## config.mk

```make
export PLATFORM = sky130hd
export DESIGN_NAME = simt_lane_iter
export DESIGN_NICKNAME = d
export VERILOG_FILES = /design/src/rtl/simt_lane_pkg.sv /design/src/rtl/simt_pass_seq.sv /design/src/rtl/simt_pred_mask.sv /design/src/rtl/simt_lane_gate.sv /design/src/rtl/simt_lane_iter.sv
export SDC_FILE = /design/constraint.sdc
export NUM_CORES = 1
export LEC_CHECK = 0
export BUFFER_PORTS_ARGS = -buffer_cell sky130_fd_sc_hd__buf_2
export CAP_MARGIN = 15
export CORE_MARGIN = 5
export CORE_UTILIZATION = 41
export CTS_CLUSTER_DIAMETER = 60
export DETAILED_ROUTE_END_ITERATION = 10
export PLACE_DENSITY = 0.75
export RECOVER_POWER = 25
export SETUP_SLACK_MARGIN = 0.4
export SYNTH_ARGS = -nofsm -noshare
export SYNTH_HDL_FRONTEND = slang
export SYNTH_SLANG_ARGS = --single-unit
```

## constraint.sdc

```tcl
create_clock -name clk -period 1.3 [get_ports clk]
set_input_delay 0.39 -clock clk [delete_from_list [all_inputs] [get_ports clk]]
set_output_delay 0.39 -clock clk [all_outputs]
set_load 0.05 [all_outputs]
```

## src/rtl/simt_lane_pkg.sv

```systemverilog
package simt_lane_pkg;

   typedef struct packed {
      logic       wr;
      logic       mem;
      logic       branch;
      logic       rejoin;
      logic [2:0] cond;
   } simt_op_t;

   // flags: [3]=N [2]=Z [1]=V [0]=C
   function automatic logic cond_hit(input logic [2:0] sel, input logic [3:0] f);
      logic r;
      case (sel)
         3'd0:    r = 1'b0;
         3'd1:    r = 1'b1;
         3'd2:    r = f[2];
         3'd3:    r = ~f[2];
         3'd4:    r = f[3] ^ f[1];
         3'd5:    r = ~(f[3] ^ f[1]);
         3'd6:    r = f[0];
         default: r = f[3];
      endcase
      return r;
   endfunction

endpackage

```

## src/rtl/simt_pass_seq.sv

```systemverilog
module simt_pass_seq #(
   parameter int ITERS = 2,
   parameter int PW    = 1
) (
   input  logic          clk,
   input  logic          rst_n,
   input  logic          in_valid,
   output logic          in_ready,
   output logic          take,
   output logic          pass_valid,
   output logic [PW-1:0] pass_idx,
   output logic          pass_last
);
   logic run_q;

   assign take       = in_valid & in_ready;
   assign pass_valid = run_q;

   generate
      if (ITERS == 1) begin : g_single
         assign pass_idx  = '0;
         assign pass_last = run_q;
         assign in_ready  = 1'b1;
         always_ff @(posedge clk or negedge rst_n) begin
            if (!rst_n) run_q <= 1'b0;
            else        run_q <= take;
         end
      end else begin : g_multi
         localparam logic [PW-1:0] LAST = PW'(ITERS - 1);
         logic [PW-1:0] cnt_q;
         assign pass_idx  = cnt_q;
         assign pass_last = run_q && (cnt_q == LAST);
         assign in_ready  = !run_q || (cnt_q == LAST);
         always_ff @(posedge clk or negedge rst_n) begin
            if (!rst_n) begin
               run_q <= 1'b0;
               cnt_q <= '0;
            end else if (take) begin
               run_q <= 1'b1;
               cnt_q <= '0;
            end else if (run_q && cnt_q == LAST) begin
               run_q <= 1'b0;
               cnt_q <= '0;
            end else if (run_q) begin
               cnt_q <= cnt_q + 1'b1;
            end
         end

         a_r2_pass_step: assert property (@(posedge clk) disable iff (!rst_n)
            run_q && !pass_last |=> run_q && (cnt_q == $past(cnt_q) + 1'b1));
      end
   endgenerate

   a_r3_ready_low: assert property (@(posedge clk) disable iff (!rst_n)
      pass_valid && !pass_last |-> !in_ready);
   a_r2_start_zero: assert property (@(posedge clk) disable iff (!rst_n)
      take |=> pass_valid && pass_idx == '0);

endmodule

```

## src/rtl/simt_pred_mask.sv

```systemverilog
module simt_pred_mask
   import simt_lane_pkg::*;
#(
   parameter int LANES = 4,
   parameter int ITERS = 2,
   parameter int PW    = 1
) (
   input  logic                   clk,
   input  logic                   rst_n,
   input  logic                   pass_valid,
   input  logic [PW-1:0]          pass_idx,
   input  logic                   pass_last,
   input  logic                   do_branch,
   input  logic                   do_rejoin,
   input  logic [2:0]             cond,
   input  logic [LANES*4-1:0]     lane_cc,
   output logic [LANES*ITERS-1:0] annul
);
   localparam int THREADS = LANES * ITERS;

   logic [THREADS-1:0] annul_q;
   logic               clear;

   assign clear = pass_valid && pass_last && do_rejoin;
   assign annul = annul_q;

   for (genvar t = 0; t < THREADS; t++) begin : g_thr
      localparam int LN = t % LANES;
      localparam int PS = t / LANES;
      logic hit;
      assign hit = pass_valid && do_branch && (int'(pass_idx) == PS)
                   && cond_hit(cond, lane_cc[LN*4 +: 4]);
      always_ff @(posedge clk or negedge rst_n) begin
         if (!rst_n)     annul_q[t] <= 1'b0;
         else if (clear) annul_q[t] <= 1'b0;
         else if (hit)   annul_q[t] <= 1'b1;
      end
   end

   a_r7_rejoin_clear: assert property (@(posedge clk) disable iff (!rst_n)
      $past(clear) |-> annul_q == '0);
   a_r6_sticky: assert property (@(posedge clk) disable iff (!rst_n)
      !clear |=> (annul_q & $past(annul_q)) == $past(annul_q));
   a_r9_hold_idle: assert property (@(posedge clk) disable iff (!rst_n)
      !(pass_valid && do_branch) && !clear |=> $stable(annul_q));

endmodule

```

## src/rtl/simt_lane_gate.sv

```systemverilog
module simt_lane_gate #(
   parameter int LANES = 4,
   parameter int ITERS = 2,
   parameter int PW    = 1,
   parameter int TW    = 3
) (
   input  logic                   clk,
   input  logic                   rst_n,
   input  logic                   pass_valid,
   input  logic [PW-1:0]          pass_idx,
   input  logic                   op_wr,
   input  logic                   op_mem,
   input  logic [LANES*ITERS-1:0] annul,
   output logic [LANES*TW-1:0]    lane_bank,
   output logic [LANES-1:0]       lane_live,
   output logic [LANES-1:0]       lane_wr,
   output logic [LANES-1:0]       lane_mem
);
   for (genvar l = 0; l < LANES; l++) begin : g_lane
      logic [TW-1:0] tid;
      assign tid = TW'(int'(pass_idx) * LANES + l);
      assign lane_bank[l*TW +: TW] = pass_valid ? tid : '0;
      assign lane_live[l] = pass_valid && !annul[tid];
      assign lane_wr[l]   = op_wr  && lane_live[l];
      assign lane_mem[l]  = op_mem && lane_live[l];
   end

   a_r5_wr_needs_live: assert property (@(posedge clk) disable iff (!rst_n)
      ((lane_wr | lane_mem) & ~lane_live) == '0);
   a_r9_quiet_idle: assert property (@(posedge clk) disable iff (!rst_n)
      !pass_valid |-> (lane_live == '0) && (lane_bank == '0));

endmodule

```

## src/rtl/simt_lane_iter.sv

```systemverilog
module simt_lane_iter
   import simt_lane_pkg::*;
#(
   parameter int LANES = 4,
   parameter int ITERS = 2,
   parameter int PW    = (ITERS > 1) ? $clog2(ITERS) : 1,
   parameter int TW    = (LANES * ITERS > 1) ? $clog2(LANES * ITERS) : 1
) (
   input  logic                clk,
   input  logic                rst_n,
   input  logic                in_valid,
   output logic                in_ready,
   input  logic                in_wr,
   input  logic                in_mem,
   input  logic                in_branch,
   input  logic [2:0]          in_cond,
   input  logic                in_rejoin,
   input  logic [LANES*4-1:0]  lane_cc,
   output logic                pass_valid,
   output logic [PW-1:0]       pass_idx,
   output logic                pass_last,
   output logic [LANES*TW-1:0] lane_bank,
   output logic [LANES-1:0]    lane_live,
   output logic [LANES-1:0]    lane_wr,
   output logic [LANES-1:0]    lane_mem
);
   generate
      if (LANES < 1 || ITERS < 1) begin : g_bad_size
         $error("simt_lane_iter: LANES and ITERS must be at least 1");
      end
      if ((1 << TW) < LANES * ITERS) begin : g_bad_tw
         $error("simt_lane_iter: TW too narrow for thread count");
      end
      if ((1 << PW) < ITERS) begin : g_bad_pw
         $error("simt_lane_iter: PW too narrow for pass count");
      end
   endgenerate

   logic                   take;
   simt_op_t               op_q;
   logic [LANES*ITERS-1:0] annul;

   always_ff @(posedge clk or negedge rst_n) begin
      if (!rst_n) op_q <= '0;
      else if (take)
         op_q <= '{wr: in_wr, mem: in_mem, branch: in_branch,
                   rejoin: in_rejoin, cond: in_cond};
   end

   simt_pass_seq #(.ITERS(ITERS), .PW(PW)) u_seq (
      .clk(clk), .rst_n(rst_n), .in_valid(in_valid), .in_ready(in_ready),
      .take(take), .pass_valid(pass_valid), .pass_idx(pass_idx),
      .pass_last(pass_last)
   );

   simt_pred_mask #(.LANES(LANES), .ITERS(ITERS), .PW(PW)) u_mask (
      .clk(clk), .rst_n(rst_n), .pass_valid(pass_valid), .pass_idx(pass_idx),
      .pass_last(pass_last), .do_branch(op_q.branch), .do_rejoin(op_q.rejoin),
      .cond(op_q.cond), .lane_cc(lane_cc), .annul(annul)
   );

   simt_lane_gate #(.LANES(LANES), .ITERS(ITERS), .PW(PW), .TW(TW)) u_gate (
      .clk(clk), .rst_n(rst_n), .pass_valid(pass_valid), .pass_idx(pass_idx),
      .op_wr(op_q.wr), .op_mem(op_q.mem), .annul(annul),
      .lane_bank(lane_bank), .lane_live(lane_live), .lane_wr(lane_wr),
      .lane_mem(lane_mem)
   );

   a_r8_full_passes: assert property (@(posedge clk) disable iff (!rst_n)
      pass_valid && !pass_last |=> pass_valid);

endmodule

```

==> out/results.ini <==
[synth]
synth-seq-cells = 17
syn_area_mm2 = 0.00116
yosysSeqAreaShare_pct = 36.8
yosysWarningCount = 0
synth_cells = 122
synthDistinctLibCells = 37
syn_avg_cell_area_um2 = 9.49

[sta]
fmax_ghz = 0.553
slew_viol_final = 0
setup_ws_ps = -510
rsz0062_at_grt = yes
fin_hold_ws_ps = 168
maxSlewHeadroom_pct = 43.4
setup_violations = 39
finalClockSkew_ps = 13.0
period_minus_slack_ps = 1810
fin_crit_sh_pct = 139
finalHoldViolCount = 0
worst_slew_pin_slew_ps = 849

[detailed_routing]
drt_iter0_drc = 19
post-route-drc-count = 0
routedWlPerCell_um = 15.1
vias = 1104
firstDrtPassIters = 4
ant_nets = 0
wirelength_um = 3180
viasPerCell = 5.23

[finish]
nets = 207
antenna_cells = 0
syn2layout_area_growth_pct = 66.9
fillers = 200
drive_gt1_share_pct = 62.8

[worst_setup_path]
setup.worst_path.start_class = flip-flop
required_ps = 910
r2r_slack_ps = -170
worstSetupPathType = flip-flop to output pin
rr_worst_depth = 6
cp-end-kind = output pin
cpPeakStageDelay_ps = 490
slowest_stage = dfrtp_2
rr_startpoint = u_seq.pass_idx
crit_family = flip-flops
crit_arrival_ps = 1420
cp_cell_sequence = mux2i_2, and3_4, buf_8
cp.buffers_inverters = 1
timing.rr.end = u_mask.annul[6]
cp_max_fo = 5

[clocking]
root_buffer = clkbuf_4
clk_latency_ps = 290
cts.htree.levels = 1
clk_path_buf_depth = 2
cts_tree = built
cts_buffers = 3
clk_pin_slew_ps = 110
clock-sinks = 17
hold_buffers = 0

[floorplanning]
initial_utilization_pct = 42.3
io_pins = 54
core_region_area_mm2 = 0.00273
dieWidth_um = 63.1
num_rows = 19
die_y_um = 63.1
die_area_mm2 = 0.00399

[grt]
track_usage_pct = 16.4
grt_pass1_wl_um = 5350
grt_max_degree = 18
first_global_vias = 1192
antenna_found_initial = 0
grt-ovfl-total = 0

[placed_design]
routabilityCongestion = 0.835
place.detailed.hpwl_um = 2390
numPortBuffers = 49

[run_status]
violations = negative setup slack
status = finished, violations left

[min_path]
hp-class = primary input to async pin

[flow_run]
cap_viol_max_count = 0

==> final cells by class <==
class | count | area [um2] | share of cell area (%)
Sequential cell | 17 | 433 | 22.4
Clock inverter | 1 | 5.00 | 0.259
Clock buffer | 3 | 22.5 | 1.17
Inverter | 2 | 7.51 | 0.389
Multi-Input combinational cell | 88 | 762 | 39.4
Timing Repair Buffer | 69 | 663 | 34.3
Tap cell | 31 | 38.8 | 2.01
==> layout by cell type (no fill, tap or decap), types with 2 or more instances in the layout <==
cell type and n:
dfrtp_2 3, a32o_1 2, nand3b_1 2, nor2_1 5, inv_1 2, and2_4 5
clkbuf_4 3, buf_2 24, buf_6 3, buf_4 16, o21ai_1 3, xnor2_1 6
o31ai_1 5, buf_8 23, and3_4 8, mux2i_2 3, nand2_1 8, mux2_4 7
a22oi_2 3, nor3_1 2, a31oi_1 3, conb_1 4, a21oi_1 2, a21oi_2 2
buf_12 2, dfrtp_1 13
==> how the worst max path moves through the flow <==
stage | from | end | slack, ps | depth (start not counted)
CTS | u_seq.pass_idx | lane_wr[3] | -520 | 3
global placement | u_seq.pass_idx | lane_mem[0] | -230 | 3
global route | u_seq.pass_idx | lane_wr[2] | -590 | 3
detailed placement | u_seq.pass_idx | lane_mem[0] | -300 | 3
floorplan | u_seq.pass_idx | lane_mem[0] | -330 | 3
finish | u_seq.pass_idx | lane_wr[2] | -510 | 3
==> metrics by stage <==
stage / instances / cell area, um2 / util (%) / setup WS, ps / TNS (ps)
CTS: 211 / 1900 / 69.7 / -520 / -11830
finish: 211 / 1930 / 70.7 / -510 / -11780
global placement: 200 / 1530 / 56.1 / -233 / -4050
detailed placement: 200 / 1530 / 56.1 / -301 / -5350
global route: 211 / 1930 / 70.7 / -593 / -13890
floorplan: 125 / 1330 / - / -330 / -7170
==> logic make-up after synthesis <==
group,synth area share (%)
DFF,36.8
muxes,10.3
xor gates and xnor gates,5.30
buffers and inverters,12.4
AOI/OAI and AO/OA,16.0
other,0.324
and+or+nand+nor,18.9
==> layer usage <==
| layer | global-route usage [%] | wire length (um) | up-vias | part of all wire, % |
|---|---|---|---|---|
| met5 | 0 | 0 | - | 0 |
| met4 | 5.04 | 21 | 0 | 0.66 |
| met3 | 2.84 | 176 | 4 | 5.5 |
| met2 | 30.5 | 1790 | 43 | 56 |
| met1 | 18.7 | 1190 | 520 | 37 |
| li1 | - | - | 537 | - |
==> Yosys cell counts (all sizes together) <==
cell type  count  area share, %
dfrtp         17             37
nand3          1           0.43
xor2           1           0.76
and2           5            2.7
o211ai         1           0.65
a32o           2            1.7
o22a           1           0.76
o21ai          3            1.3
buf           17             11
mux2i          4            3.5
o31ai          6            3.9
conb           1           0.32
a22o           1           0.76
mux2           7            6.8
a21oi          4            2.1
a22oi          3            1.9
xnor2          6            4.5
nor3           3            1.3
and2b          1           0.86
nor2           6            1.9
and3           8            4.3
nor2b          1           0.54
clkbuf         1           0.32
nand2b         2            1.3
a211oi         1           0.65
inv            2           0.65
a31oi          3            1.6
nand3b         2            1.3
o21a           1           0.65
nand4b         1           0.76
nand2         10            3.5
==> sequential cells by signal (all words and copies together), names as in the netlist <==
register	cells
u_mask.annul	8
u_seq.pass_idx	1
u_seq.pass_valid	1
op_q	7
==> timing repair <==
| action | in CTS | in global routing |
|---|---|---|
| pin swaps | 5 | 1 |
| buffers inserted | 7 | 0 |
| resized for setup | 78 | 8 |
| hold endpoints to repair | 0 | 0 |
| setup endpoints to repair | 41 | 41 |
Power is not shown: default switching activity piles up to over one toggle a cycle in this logic, so the estimate is an artifact.
